$ cat src/rtl/wdog_pkg.sv
// Package: shared types and constants of the watchdog timer.
// Assumes an 8-bit configuration byte split into steer / multiplier / resolution.
package wdog_pkg;

    localparam int MULT_W   = 5;   // multiplier field width
    localparam int RES_W    = 2;   // resolution code width
    localparam int RES_STEP = 2;   // log2 of the ratio between adjacent units
    localparam int CNT_W    = MULT_W + RES_STEP * ((1 << RES_W) - 1);
    localparam int DATA_W   = 1 + MULT_W + RES_W;
    localparam int FLAG_BIT = DATA_W - 1;

    typedef struct packed {
        logic              steer;
        logic [MULT_W-1:0] mult;
        logic [RES_W-1:0]  res;
    } wdog_cfg_t;

    // Timeout length in ticks: multiplier scaled by 4**res.
    function automatic logic [CNT_W-1:0] period_ticks(input wdog_cfg_t c);
        return CNT_W'(c.mult) << (RES_STEP * int'(c.res));
    endfunction

endpackage

$ cat src/rtl/wdog_bus_decode.sv
// Module: turns one register access into the strobes the watchdog needs.
// Assumes acc_en is a single-cycle strobe per access.
module wdog_bus_decode #(
    parameter int              ADDR_W     = 4,
    parameter logic [ADDR_W-1:0] WDOG_ADDR  = 7,
    parameter logic [ADDR_W-1:0] FLAGS_ADDR = 0
) (
    input  logic              acc_en,
    input  logic              acc_wr,
    input  logic [ADDR_W-1:0] acc_addr,
    output logic              wr_cfg,
    output logic              touch_cfg,
    output logic              rd_flags,
    output logic              rd_any
);

    // Purpose: decode address and direction into access strobes.
    always_comb begin
        touch_cfg = acc_en && (acc_addr == WDOG_ADDR);
        wr_cfg    = touch_cfg && acc_wr;
        rd_flags  = acc_en && !acc_wr && (acc_addr == FLAGS_ADDR);
        rd_any    = acc_en && !acc_wr;
    end

endmodule

$ cat src/rtl/wdog_cfg_reg.sv
// Module: holds the watchdog configuration byte.
// Assumes reset is the power-up event, which leaves the timer disabled.
module wdog_cfg_reg
    import wdog_pkg::*;
(
    input  logic              clk,
    input  logic              rst_n,
    input  logic              wr_cfg,
    input  logic [DATA_W-1:0] wdata,
    output wdog_cfg_t         cfg_q
);

    // Purpose: load the configuration on a write, clear it on reset.
    always_ff @(posedge clk) begin
        if (!rst_n)      cfg_q <= '0;
        else if (wr_cfg) cfg_q <= wdog_cfg_t'(wdata);
    end

endmodule

$ cat src/rtl/wdog_counter.sv
// Module: counts timebase ticks since the last restart and pulses on expiry.
// Assumes period is constant between restarts (it changes only on a write,
// which also restarts). A zero period never expires. A restart outranks a tick.
module wdog_counter #(
    parameter int CNT_W = 11
) (
    input  logic             clk,
    input  logic             rst_n,
    input  logic             restart,
    input  logic             tick,
    input  logic [CNT_W-1:0] period,
    output logic             expire
);

    logic [CNT_W-1:0] cnt_q;
    logic             run_q;
    logic [CNT_W-1:0] cnt_inc;
    logic             counting;

    // Purpose: next count value and whether this tick is counted.
    always_comb begin
        cnt_inc  = cnt_q + CNT_W'(1);
        counting = tick && run_q && !restart && (period != '0);
        expire   = counting && (cnt_inc == period);
    end

    // Purpose: restart, advance, or halt the tick count.
    always_ff @(posedge clk) begin
        if (!rst_n) begin
            cnt_q <= '0;
            run_q <= 1'b0;
        end else if (restart) begin
            cnt_q <= '0;
            run_q <= 1'b1;
        end else if (expire) begin
            cnt_q <= '0;
            run_q <= 1'b0;
        end else if (counting) begin
            cnt_q <= cnt_inc;
        end
    end

endmodule

$ cat src/rtl/wdog_flag.sv
// Module: watchdog flag and steered interrupt request.
// Assumes expiry and a watchdog-register access never coincide (counter rule).
module wdog_flag (
    input  logic clk,
    input  logic rst_n,
    input  logic expire,
    input  logic touch_cfg,
    input  logic rd_flags,
    input  logic steer,
    output logic flag_q,
    output logic irq
);

    // Purpose: set on expiry (wins), clear on any clearing access.
    always_ff @(posedge clk) begin
        if (!rst_n)                      flag_q <= 1'b0;
        else if (expire)                 flag_q <= 1'b1;
        else if (touch_cfg || rd_flags)  flag_q <= 1'b0;
    end

    // Purpose: route the flag to the interrupt only when steer is 0.
    always_comb irq = flag_q && !steer;

endmodule

$ cat src/rtl/wdog_timer.sv
// Module: top of the programmable watchdog timer.
// Assumes tick_16hz is a one-cycle pulse synchronous to clk and that
// rst_n is asserted at power-up.
module wdog_timer
    import wdog_pkg::*;
#(
    parameter int                ADDR_W     = 4,
    parameter logic [ADDR_W-1:0] WDOG_ADDR  = 7,
    parameter logic [ADDR_W-1:0] FLAGS_ADDR = 0
) (
    input  logic              clk,
    input  logic              rst_n,
    input  logic              tick_16hz,
    input  logic              acc_en,
    input  logic              acc_wr,
    input  logic [ADDR_W-1:0] acc_addr,
    input  logic [7:0]        acc_wdata,
    output logic [7:0]        acc_rdata,
    output logic              wdog_flag,
    output logic              irq_req
);

    logic       wr_cfg, touch_cfg, rd_flags, rd_any;
    wdog_cfg_t  cfg_s;
    logic [7:0] cfg_q;
    logic       expire;
    logic [7:0] flags_word;
    logic [7:0] rd_mux;

    wdog_bus_decode #(
        .ADDR_W    (ADDR_W),
        .WDOG_ADDR (WDOG_ADDR),
        .FLAGS_ADDR(FLAGS_ADDR)
    ) u_dec (
        .acc_en   (acc_en),
        .acc_wr   (acc_wr),
        .acc_addr (acc_addr),
        .wr_cfg   (wr_cfg),
        .touch_cfg(touch_cfg),
        .rd_flags (rd_flags),
        .rd_any   (rd_any)
    );

    wdog_cfg_reg u_cfg (
        .clk   (clk),
        .rst_n (rst_n),
        .wr_cfg(wr_cfg),
        .wdata (acc_wdata),
        .cfg_q (cfg_s)
    );

    assign cfg_q = cfg_s;

    wdog_counter #(.CNT_W(CNT_W)) u_cnt (
        .clk    (clk),
        .rst_n  (rst_n),
        .restart(touch_cfg),
        .tick   (tick_16hz),
        .period (period_ticks(cfg_s)),
        .expire (expire)
    );

    wdog_flag u_flag (
        .clk      (clk),
        .rst_n    (rst_n),
        .expire   (expire),
        .touch_cfg(touch_cfg),
        .rd_flags (rd_flags),
        .steer    (cfg_s.steer),
        .flag_q   (wdog_flag),
        .irq      (irq_req)
    );

    // Purpose: assemble the flags register image and select read data.
    always_comb begin
        flags_word           = '0;
        flags_word[FLAG_BIT] = wdog_flag;
        if (acc_addr == WDOG_ADDR)       rd_mux = cfg_q;
        else if (acc_addr == FLAGS_ADDR) rd_mux = flags_word;
        else                             rd_mux = '0;
    end

    // Purpose: capture read data on a read strobe and hold it afterwards.
    always_ff @(posedge clk) begin
        if (!rst_n)      acc_rdata <= '0;
        else if (rd_any) acc_rdata <= rd_mux;
    end

endmodule

$ cat config.mk
export PLATFORM = sky130hd
export DESIGN_NAME = wdog_timer
export DESIGN_NICKNAME = d
export VERILOG_FILES = /design/src/rtl/wdog_pkg.sv /design/src/rtl/wdog_bus_decode.sv /design/src/rtl/wdog_cfg_reg.sv /design/src/rtl/wdog_counter.sv /design/src/rtl/wdog_flag.sv /design/src/rtl/wdog_timer.sv
export SDC_FILE = /design/constraint.sdc
export NUM_CORES = 1
export LEC_CHECK = 0
export BUFFER_PORTS_ARGS = -buffer_cell sky130_fd_sc_hd__buf_2
export CAP_MARGIN = 20
export CORE_MARGIN = 1.5
export CORE_UTILIZATION = 55
export CTS_CLUSTER_SIZE = 8
export DETAILED_ROUTE_END_ITERATION = 7
export PLACE_DENSITY = 0.77
export SLEW_MARGIN = 20
export SYNTH_ARGS = -nofsm -noshare
export SYNTH_HDL_FRONTEND = slang
export SYNTH_HIERARCHICAL = 1
export SYNTH_SLANG_ARGS = --single-unit
$ cat constraint.sdc
create_clock -name clk -period 5.2 [get_ports clk]
set_input_delay 0.26 -clock clk [delete_from_list [all_inputs] [get_ports clk]]
set_output_delay 0.26 -clock clk [all_outputs]
set_load 0.01 [all_outputs]
Word-level counts from Yosys, hierarchy flattened
Cells that the tools add are included.
{"block": "op_classes", "addsub": 1, "eq_ne": 2, "shift": 1, "muxes": 6, "n_bitwise": 1, "reduce_logical": 18}
{"cell": "2-to-1 mux 8 bit", "n": 2}
{"cell": "adder 11 x 1 -> 11 bit (second input constant)", "n": 1}
{"cell": "== test 11 bit", "n": 1}
{"cell": "nonzero test 11 bit", "n": 1}
{"cell": "<< shifter 5 x 3 -> 11 bit", "n": 1}
{"cell": "logical AND 1 bit", "n": 9}
{"cell": "== test 4 x 3 -> 1 bit (second input constant)", "n": 1}
{"cell": "zero test 4 bit", "n": 1}
{"cell": "2-to-1 mux 1 bit", "n": 4}
{"cell": "nonzero test 2 bit", "n": 2}
{"cell": "zero test 1 bit", "n": 3}
{"cell": "OR reduction 3 bit", "n": 1}
{"cell": "logical OR 1 bit", "n": 1}
{"cell": "NOT 1 bit", "n": 1}
{"block": "totals", "reg_bits": 29, "in_bits": 17, "out_inout_bits": 10}

Longest topological paths before layout
Gate-level depths: netlist (run 1).
{"block": "depth", "word_depth": 8, "ltp_mapped": 11, "depth_no_buf": 10}

Hierarchy
Netlist (run 1), hierarchy kept.
{"mod": "wdog_counter", "instances": 1, "cells_per_inst": 123, "area_each_um2": 964.7, "seq_area_each_um2": 240.2}
{"mod": "wdog_timer", "instances": 1, "cells_per_inst": 52, "area_each_um2": 466.7, "seq_area_each_um2": 160.2}
{"mod": "wdog_cfg_reg", "instances": 1, "cells_per_inst": 25, "area_each_um2": 301.5, "seq_area_each_um2": 160.2}
{"mod": "wdog_flag", "instances": 1, "cells_per_inst": 5, "area_each_um2": 46.3, "seq_area_each_um2": 20.0}
{"mod": "wdog_bus_decode", "instances": 1, "cells_per_inst": 9, "area_each_um2": 45.0, "seq_area_each_um2": 0.0}

Least setup slack after synthesis (run 1)
No wires, ideal clock.
{"block": "synth_timing", "kind": "register to register", "from": "register, netlist name u_cfg/cfg_q[1]", "to": "register u_cnt.cnt_q[0]", "setup_ps": 116, "arrival_ps": 2110, "t_required_ps": 5084, "path_slack_ps": 2975, "stages_incl_launch_ff": 10, "path_buffers": 2, "period_less_slack_ps": 2225, "path_cell_list": "dfxtp_1 > buf_2 > and3_1 > and3b_1 > or3b_1 > a2111oi_2 > a211oi_2 > o31ai_2 > buf_6 > nor2_1"}
{"block": "synth_between", "elab_chain_cells": 5, "elab_cells_between_ends": 6, "classes_between": "1 x eq/ne; 1 x shift; 4 x reduce/logical"}
{"element": "<< shifter 5 x 3 -> 11 bit (*)", "line": "wdog_pkg.sv:20", "rtl": "return CNT_W'(c.mult) << (RES_STEP * int'(c.res));"}
{"element": "nonzero test 11 bit", "line": "wdog_counter.sv:23", "rtl": "counting = tick && run_q && !restart && (period != '0);"}
{"element": "logical AND 1 bit", "line": "wdog_counter.sv:23"}
{"element": "logical AND 1 bit", "line": "wdog_counter.sv:24", "rtl": "expire = counting && (cnt_inc == period);"}
{"element": "OR reduction 3 bit (no line)"}
{"element": "end signal: assignment", "line": "wdog_counter.sv:39", "rtl": "cnt_q <= cnt_inc;"}
{"element": "end: declaration", "line": "wdog_counter.sv:15", "rtl": "logic [CNT_W-1:0] cnt_q;"}
Mark *: on every way between the ends. The rest lies on a longest branch, timed or not.
A chain may end at the register's enable or synchronous reset.

Worst setup path after layout (run 1)
{"block": "layout_timing", "from": "register, netlist name u_cfg/cfg_q[0]", "to": "register u_cnt.cnt_q[6]"}
{"block": "layout_between", "elab_chain_cells": 5, "elab_cells_between_ends": 6, "classes_between": "1 x eq/ne; 1 x shift; 4 x reduce/logical"}
{"element": "<< shifter 5 x 3 -> 11 bit (*)", "line": "wdog_pkg.sv:20"}
{"element": "nonzero test 11 bit", "line": "wdog_counter.sv:23"}
{"element": "logical AND 1 bit", "line": "wdog_counter.sv:23"}
{"element": "logical AND 1 bit", "line": "wdog_counter.sv:24"}
{"element": "OR reduction 3 bit (no line)"}
Marks and branches as above.

==> impl_metrics.toml, run 1 <==
[sta]
setup_tns_ns = 0
clock-skew-final_ns = 0.007281
fin_crit_ns = 2.838
maxSlewViolCount = 0
worstMarginPinSlew_ns = 0.8279
slew_headroom_pct = 44.55
period_share_pct = 54.58
finalSetupViolations = 0
fmax_mhz = 352.3
hold_viol_final = 0
rsz0062_at_grt = "false"

[cts]
clkTransAtPathRegs_ns = 0.09
postCtsHoldBufs = 0
max-clock-path-buffers = 2
clockRootBuffer = "clkbuf_4"
clk_latency_ns = 0.34
post_cts_buffers = 0
cts.repair.resized = 0
cts_made_buffers = 5
cts_tree = "built"
h-tree-depth = 2
cts_sinks = 29

[grt]
gr-total-overflow = 0
track_usage_pct = 23.32
grt_max_degree = 23
antenna_found_initial = 0
grt_pass1_wl_um = 6313
grt_pass1_vias = 1474

[logic_synthesis]
synth_cells = 214
yosysSeqAreaShare_pct = 31.82
yosys_warnings = 6
synth_edf_count = 0
yosysUniqueCellTypes = 45
synth_ff_type = "dfxtp_1"
async_flop_share_pct = 0
synth_fp_nets = 232
syn_area_per_cell_um2 = 8.525
netlist_area_um2 = 1824
ys_ff_latch = 29

[detailed_routing]
post_drt_wl_per_cell_um = 13.43
ant_nets = 0
drc_errors = 0
drt_wl_total_um = 3746
viasPerCell = 5.595
drt_iter0_markers = 40
via_count = 1561
drt-pass1-iter-count = 4

[placed_design]
io_buffer_count = 26
gp_congestion = 0.8813
hpwl_um = 2790
dp.cells = 271

[finish]
diodes = 0
fillers = 286
final_cells = 279
drive_above_1_share_pct = 17.45
syn_to_final_growth_pct = 9.328
num-nets-final = 252
fin_util_pct = 64.27

[pwr]
p_leak_nw = 0.7443
power_density_nw_per_um2 = 201.0
ir_drop_mv = 0.1269

[critical_path]
path_cells = "nor2b_1, a22o_1, nor4_1, and3_1, nor4_1, nand4_1, o31ai_2, nor2_1"
cp_slowest_cell = "o31ai_2"
critPathRequiredTime_ns = 5.40
start_kind = "register"
critPathKind = "reg2reg"
cpMostUsedCell = "nor4_1"
crit_path_end_kind = "register"
critical-path-max-stage-delay_ns = 0.67
cp_max_fo = 11
path_delay_family = "simple AND/OR/NAND/NOR gates"
worst-endpoint-arrival_ns = 3.04
path_buf_inv = 0

[die]
die_h_um = 60.59
rows = 20
ios = 27
start_util_pct = 58.79
core_um2 = 3103
die_area_um2 = 3671
fp.dieW_um = 60.59

[worst_hold_path]
hold_class = "in2reg"

[job]
cap_violations = 0

[run_status]
status = "finished, final reports clean"
## path summary, 6_finish.rpt
| check | from | endpoint | slack [ns] | depth (start not counted) |
|---|---|---|---|---|
| max | u_cfg/cfg_q[0] | u_cnt/cnt_q[6] | 2.36 | 8 |
| min | acc_wdata[7] | u_cfg/cfg_q[7] | 0.18 | 3 |
| max reg2reg | u_cfg/cfg_q[0] | u_cnt/cnt_q[6] | 2.36 | 8 |
| min reg2reg | acc_rdata[7] | acc_rdata[7] | 0.50 | 2 |
## synth_stat cells, types with 2 or more instances
cell type,n,area share (%)
a21oi_1,3,0.82
a22o_1,2,0.96
a32oi_1,7,3.4
and3_1,5,1.7
buf_2,6,1.6
buf_4,2,0.82
buf_6,3,1.9
clkbuf_2,2,0.55
dfxtp_1,29,32
inv_1,3,0.62
mux2i_1,12,6.6
nand2_1,15,3.1
nand3_1,9,2.5
nand4_1,5,1.7
nor2_1,20,4.1
nor2b_1,26,8.9
nor3_1,7,1.9
nor3b_1,3,1.2
nor4_1,4,1.4
o211ai_1,2,0.82
o21ai_0,2,0.55
o31ai_2,2,1.4
or4_1,2,0.82
xnor2_1,11,5.3
xor2_1,12,5.8
## per-stage QoR
stage | total power [mW] | instance area, µm² | hold WS, ns | setup WS [ns]
detailed placement | 0.2496 | 1924 | 0.4771 | 2.343
floorplan | 0.2409 | 1824 | 0.3775 | 2.975
global route | 0.4182 | 1994 | 0.1778 | 2.020
global placement | 0.2495 | 1924 | 0.4670 | 2.429
CTS | 0.4074 | 1994 | 0.1608 | 2.335
finish | 0.4010 | 1994 | 0.1759 | 2.362
## cells in the final DEF (no fill, tap or decap), drive strengths merged
cell type	n
nor3	7
a21boi	1
or3b	1
mux2i	12
a21oi	3
a22o	2
o311ai	1
inv	3
nor4b	1
nand4	6
nor4	4
nand2	15
o31a	1
a31oi	1
nand3b	1
and2	1
and3b	1
mux2	1
and3	5
buf	27
nor2b	26
clkinv	1
a211oi	2
o21a	1
o31ai	3
o21bai	1
o211ai	2
a2111oi	1
nor3b	3
o21ai	2
nand2b	1
xnor2	11
xor2	12
a32oi	7
nor2	20
or4	2
ha	1
clkbuf	7
dfxtp	29
nand3	9
## logic make-up after synthesis
logic type | synth area share (%)
flops | 31.82
fa+ha+maj | 0.6858
xor+xnor | 11.04
buf+inv | 5.692
mux | 7.407
compound gates | 12.76
simple gates | 30.59
## layout make-up
cell class	instances	area, µm²	area share, %
clock buffers	7	65.06	3.262
clock inverters	1	5.005	0.2509
inverters	3	11.26	0.5646
multi-input cells	168	1140	57.15
flip-flops and latches	29	580.6	29.11
well taps	44	55.05	2.760
repair buffers	27	137.6	6.901
## where the power goes
part,internal (mW),total [mW],switching [mW]
clock,0.0782,0.157,0.0784
combinational,0.00948,0.0210,0.0115
sequential,0.222,0.223,0.000873
total,0.310,0.401,0.0908
## flip-flops by register name, indices dropped and copies added (netlist names)
signal and flops:
u_cnt/run_q 1, u_cnt/cnt_q 11, u_flag/flag_q 1, u_cfg/cfg_q 8, acc_rdata 8
## worst reg2reg max path, stage by stage, from the launching register on
cell and delay [ns]:
dfxtp_1 0.55, nor2b_1 0.25, a22o_1 0.29, nor4_1 0.10
and3_1 0.20, nor4_1 0.35, nand4_1 0.18, o31ai_2 0.67
nor2_1 0.11
## metal layers
metal / vias up / GRT usage (%) / wire length (µm)
met4: 0 / 13.35 / 76
met5: - / 0 / 0
li1: 793 / - / -
met2: 28 / 37.48 / 1792
met1: 731 / 27.86 / 1712
met3: 9 / 6.610 / 166
No activity file was read; power rests on OpenSTA's default activity.
==> run 2, diff against run 1 <==
ABC_AREA = 1   (was unset)
CORE_UTILIZATION = 52   (was 55)
PLACE_DENSITY = 0.76   (was 0.77)
clock period = 2.6 ns   (was 5.2 ns; I/O delays follow)
==> run 2 against run 1 <==
  * Final area up 9.1%
  * Critical endpoint is now u_cnt/cnt_q[10]
  * Highest routed layer unchanged
  * Worst hold slack worse by 0.041 ns
  * First-iteration DRC count grew 83%
  * Sequential cell count did not move
  * Sequential power grew 110%
  * Largest cell class unchanged
  * Synthesized cell count increased by 49%
  * Maximum frequency grew 28%
  * Register-to-register slack worse by 2.0 ns
  * Routed wire length up 4.2%
  * Worst setup slack got worse by 2.0 ns
==> impl_metrics.toml, run 2 <==
[sta]
finalSetupViolations = 0
fin_crit_ns = 2.222
maxSlewViolCount = 0
period_share_pct = 85.48
slew_headroom_pct = 57.85
clock-skew-final_ns = 0.006918
hold_viol_final = 0
rsz0062_at_grt = "false"
fin_ws_ns = 0.3776
setup_tns_ns = 0
fmax_mhz = 450.0
worstMarginPinSlew_ns = 0.6315

[cts]
cts_sinks = 29
h-tree-depth = 2
post_cts_buffers = 0
cts_tree = "built"
postCtsHoldBufs = 0
clkTransAtPathRegs_ns = 0.06
cts_made_buffers = 5
max-clock-path-buffers = 2
clockRootBuffer = "clkbuf_8"
cts.repair.resized = 0
clk_latency_ns = 0.28

[pwr]
p_leak_nw = 0.9648
power_density_nw_per_um2 = 434.7
ir_drop_mv = 0.2974

[critical_path]
crit_path_end_kind = "register"
cp_slowest_cell = "dfxtp_1"
critPathKind = "reg2reg"
path_delay_family = "simple AND/OR/NAND/NOR gates"
critical-path-max-stage-delay_ns = 0.48
rr_endpoint = "u_cnt/cnt_q[10]"
rrSetupSlack_ns = 0.38
start_kind = "register"
worst-endpoint-arrival_ns = 2.39
critPathRequiredTime_ns = 2.77
path_cells = "inv_1, o21ai_2, o21ai_2, or2_2, nor2_1, nand2_1, nand2_1, buf_4, nor2_1, a21oi_1, nor2_2"
cp_max_fo = 11
cp.depth = 11
r2r-start = "u_cfg/cfg_q[0]"
path_buf_inv = 2
rr_worst_depth = 11

[grt]
grt_pass1_wl_um = 6955
grt_max_degree = 20
gr-total-overflow = 0
grt_pass1_vias = 1600
track_usage_pct = 20.73
antenna_found_initial = 0

[detailed_routing]
post_drt_wl_per_cell_um = 9.957
ant_nets = 0
drc_errors = 0
drt_wl_total_um = 3903
drt_iter0_markers = 73
via_count = 1878
viasPerCell = 4.791
drt-pass1-iter-count = 4

[worst_hold_path]
hold_start = "acc_wdata[1]"
min_to = "u_cfg/cfg_q[1]"
hold_depth = 5
hold_class = "in2reg"

[die]
core_um2 = 3633
start_util_pct = 54.13
die_area_um2 = 4160
die_h_um = 64.50
rows = 22
fp.dieW_um = 64.50
ios = 27

[logic_synthesis]
synthTopCellsByArea = "dfxtp_1 (30%), nand2_1 (16%), inv_1 (9.7%)"
netlist_area_um2 = 1967
synth.most_common_cell = "nand2_1"
yosys_warnings = 6
ys_ff_latch = 29
synth_top_area_share_pct = 29.52
synth_fp_nets = 336
syn_area_per_cell_um2 = 6.185
async_flop_share_pct = 0
yosysUniqueCellTypes = 30
synth_edf_count = 0
synth_common_cells = "nand2_1 (82), inv_1 (51), nor2_1 (45), dfxtp_1 (29), nand3_1 (28)"
synth_top_area_cell = "dfxtp_1"
synth_cells = 318
yosysSeqAreaShare_pct = 29.52
synth_ff_type = "dfxtp_1"

[finish]
syn_to_final_growth_pct = 10.62
fillers = 369
largest_reg_flops = 11
layout_commonest_cell = "nand2_1"
final_area_um2 = 2176
final_cells = 392
drive_above_1_share_pct = 20.64
fin_util_pct = 59.88
layout_common_cells = "nand2_1 (82), inv_1 (51), nor2_1 (45)"
top_regs = "u_cnt/cnt_q: 11 flops, acc_rdata: 8 flops, u_cfg/cfg_q: 8 flops"
num-nets-final = 361
regMostFlops = "u_cnt/cnt_q"
regArea_um2 = 580.6
multiInputGateArea_um2 = 1097
diodes = 0

[placed_design]
hpwl_um = 3017
place_ws_ns = 0.3660
io_buffer_count = 26
gp_congestion = 0.8372
dp.cells = 384
postPlaceCellArea_um2 = 2074

[job]
cap_violations = 0

[run_status]
status = "finished, final reports clean"
run 2: power by group:
| part | total (mW) | switching [mW] | internal, mW |
|---|---|---|---|
| combinational | 0.0771 | 0.0470 | 0.0301 |
| sequential | 0.460 | 0.00663 | 0.453 |
| clock | 0.409 | 0.170 | 0.239 |
run 2: metrics by stage:
step,total power [mW],hold slack [ns]
6_report,0.9459,0.1354
5_1_grt,0.9894,0.1775
4_1_cts,0.9536,0.1337
3_5_place_dp,0.5468,0.4226
3_3_place_gp,0.5458,0.4122
2_1_floorplan,0.5225,0.2392
run 2: cells by family after synthesis:
group	count (synthesis)	share of synthesized area (%)
XOR/XNOR	2	0.8907
AND/OR/NAND/NOR	188	43.32
adder cells (fa/ha/maj)	1	0.6360
AO/OA/AOI/OAI	35	10.37
buffers and inverters	62	14.69
flip-flops	29	29.52
multiplexers	1	0.5725
run 2: worst max-delay path by stage:
stage              startpoint              end  slack (ns)
6_report       u_cfg/cfg_q[0]  u_cnt/cnt_q[10]        0.38
5_1_grt        u_cfg/cfg_q[0]   u_cnt/cnt_q[9]        0.12
4_1_cts        u_cfg/cfg_q[0]   u_cnt/cnt_q[9]        0.36
3_5_place_dp   u_cfg/cfg_q[0]   u_cnt/cnt_q[9]        0.37
3_3_place_gp   u_cfg/cfg_q[0]   u_cnt/cnt_q[1]        0.48
2_1_floorplan  u_cfg/cfg_q[0]  u_cnt/cnt_q[10]        0.60
run 2: layout make-up:
class,count,area share [%]
multi-input combinational,227,50.43
tap,48,2.760
sequential,29,26.68
clock buffer,7,4.428
timing repair buffer,27,6.325
inverter,53,9.143
clock inverter,1,0.2300
run 2: metal layers:
layer | GRT usage, % | part of all wire [%] | vias up
li1 | - | - | 1031
met1 | 28.05 | 51 | 808
met2 | 33.72 | 44 | 37
met3 | 4.861 | 4.3 | 2
met4 | 4.255 | 0.46 | 0
met5 | 0 | 0 | -
run 2: worst min-delay path, stage by stage:
cell     delay [ns]
buf_2          0.07
inv_1          0.03
nand2_1        0.04
nand2_1        0.04
nor2_1         0.07
==> run 3, diff against run 2 <==
CORE_UTILIZATION = 55   (was 52)
PLACE_DENSITY = 0.77   (was 0.76)
RECOVER_POWER = 100   (was unset)
clock period = 2.7 ns   (was 2.6 ns; I/O delays follow)
==> run 3 against run 2 <==
  * Via count is 2.5% higher
  * Register-to-register slack improved by 0.05 ns
  * Cell count decreased by 0.77%
  * Die area is 5.2% lower
  * First-iteration DRC count up 67%
  * Combinational power is 7.0% lower
  * Sequential power is 4% lower
  * Final area shrank 3.7%
  * Clock skew is 0.0049 ns higher
  * Non-clock buffer count unchanged
  * Critical endpoint unchanged
==> impl_metrics.toml, run 3 (synthesis gave the netlist of run 2 again) <==
[run_status]
status = "finished, final reports clean"

[finish]
diodes = 0
regArea_um2 = 580.6
layout_commonest_cell = "nand2_1"
drive_above_1_share_pct = 15.74
num-nets-final = 361
multiInputGateArea_um2 = 1082
largest_reg_flops = 11
final_area_um2 = 2096
fillers = 372
regMostFlops = "u_cnt/cnt_q"
layout_common_cells = "nand2_1 (82), inv_1 (51), nor2_1 (46)"
top_regs = "u_cnt/cnt_q: 11 flops, acc_rdata: 8 flops, u_cfg/cfg_q: 8 flops"
syn_to_final_growth_pct = 6.552

[placed_design]
io_buffer_count = 26
postPlaceCellArea_um2 = 2072
hpwl_um = 3104
gp_congestion = 0.8645

[cts]
clkTransAtPathRegs_ns = 0.09
max-clock-path-buffers = 2
cts.repair.resized = 0
h-tree-depth = 2
clk_latency_ns = 0.33
clockRootBuffer = "clkbuf_4"
cts_tree = "built"
post_cts_buffers = 0
cts_sinks = 29
cts_made_buffers = 5
postCtsHoldBufs = 0

[die]
fp.dieW_um = 62.80
start_util_pct = 58.03
core_um2 = 3390
die_h_um = 62.80
ios = 27
die_area_um2 = 3944
rows = 21

[critical_path]
critical-path-max-stage-delay_ns = 0.49
worst-endpoint-arrival_ns = 2.50
critPathKind = "reg2reg"
path_cells = "inv_1, o21ai_2, o21ai_2, or2_2, nor2_1, nand2_1, nand2_1, clkbuf_2, nor2_1, a21oi_1, nor2_2"
cp_slowest_cell = "dfxtp_1"
path_delay_family = "simple AND/OR/NAND/NOR gates"
start_kind = "register"
cp_max_fo = 11
path_buf_inv = 2
critPathRequiredTime_ns = 2.93
crit_path_end_kind = "register"

[pwr]
power_density_nw_per_um2 = 372.5
ir_drop_mv = 0.2368
p_leak_nw = 0.8980

[grt]
track_usage_pct = 22.90
grt_pass1_vias = 1739
grt_max_degree = 20
gr-total-overflow = 0
antenna_found_initial = 0
grt_pass1_wl_um = 7210

[detailed_routing]
ant_nets = 0
viasPerCell = 4.949
drt-pass1-iter-count = 5
drc_errors = 0
drt_wl_total_um = 4028
via_count = 1925
post_drt_wl_per_cell_um = 10.35
drt_iter0_markers = 122

[sta]
slew_headroom_pct = 29.70
setup_tns_ns = 0
maxSlewViolCount = 0
rsz0062_at_grt = "false"
hold_viol_final = 0
fin_crit_ns = 2.270
fmax_mhz = 440.5
worstMarginPinSlew_ns = 1.051
finalSetupViolations = 0
clock-skew-final_ns = 0.01180
hold_slack_ns = 0.08651
period_share_pct = 84.08

[job]
cap_violations = 0

[worst_hold_path]
hold_class = "in2reg"
## run 3: cell count changes in the layout (fill, tap and decap cells not counted), sizes merged
| cell | delta |
|---|---|
| buf | -12 |
| clkbuf | +12 |
| clkinv | -1 |
## run 3: metrics by stage
step	setup slack, ns	util [%]	instances	total power [mW]
after floorplan	0.7027	-	318	0.5032
after global placement	0.5739	61.13	382	0.5249
after detailed placement	0.5028	61.13	382	0.5267
after CTS	0.4728	62.75	389	0.7937
after global routing	0.1178	61.83	389	0.8235
final	0.4297	61.83	389	0.7806
## run 3: path summary, 6_finish.rpt
check / slack (ns) / end / from / depth (start not counted)
setup / recovery: 0.43 / u_cnt/cnt_q[10] / u_cfg/cfg_q[0] / 11
hold / removal: 0.09 / u_cfg/cfg_q[1] / acc_wdata[1] / 5
setup reg to reg: 0.43 / u_cnt/cnt_q[10] / u_cfg/cfg_q[0] / 11
hold reg to reg: 0.47 / u_cnt/run_q / u_cnt/run_q / 2
## run 3: power breakdown
part           internal [mW]  leakage, nW  switching (mW)  total (mW)
Sequential             0.436        0.235         0.00591       0.442
Clock                  0.123       0.0314           0.144       0.267
Combinational         0.0269        0.632          0.0449      0.0717
## run 3: routing by layer
| layer | vias to the layer above | routed length (µm) | track usage, % |
|---|---|---|---|
| met5 | - | 0 | 0 |
| met4 | 0 | 71 | 9.167 |
| met3 | 8 | 175 | 4.865 |
| met2 | 39 | 1891 | 40.05 |
| met1 | 849 | 1889 | 27.17 |
| li1 | 1029 | - | - |
## run 3: layout make-up
| cell class | count | area share (%) |
|---|---|---|
| Sequential cell | 29 | 27.70 |
| Inverter | 53 | 9.493 |
| Multi-Input combinational cell | 227 | 51.64 |
| Clock buffer | 7 | 2.627 |
| Timing Repair Buffer | 27 | 5.791 |
| Tap cell | 46 | 2.746 |
## run 3: worst reg2reg max path: cells and delay by family (launching register included)
family                 cells  cell delay, ns
AOI/OAI and AO/OA          3            0.39
DFF                        1            0.49
and+or+nand+nor            6            0.85
buffers and inverters      2            0.45
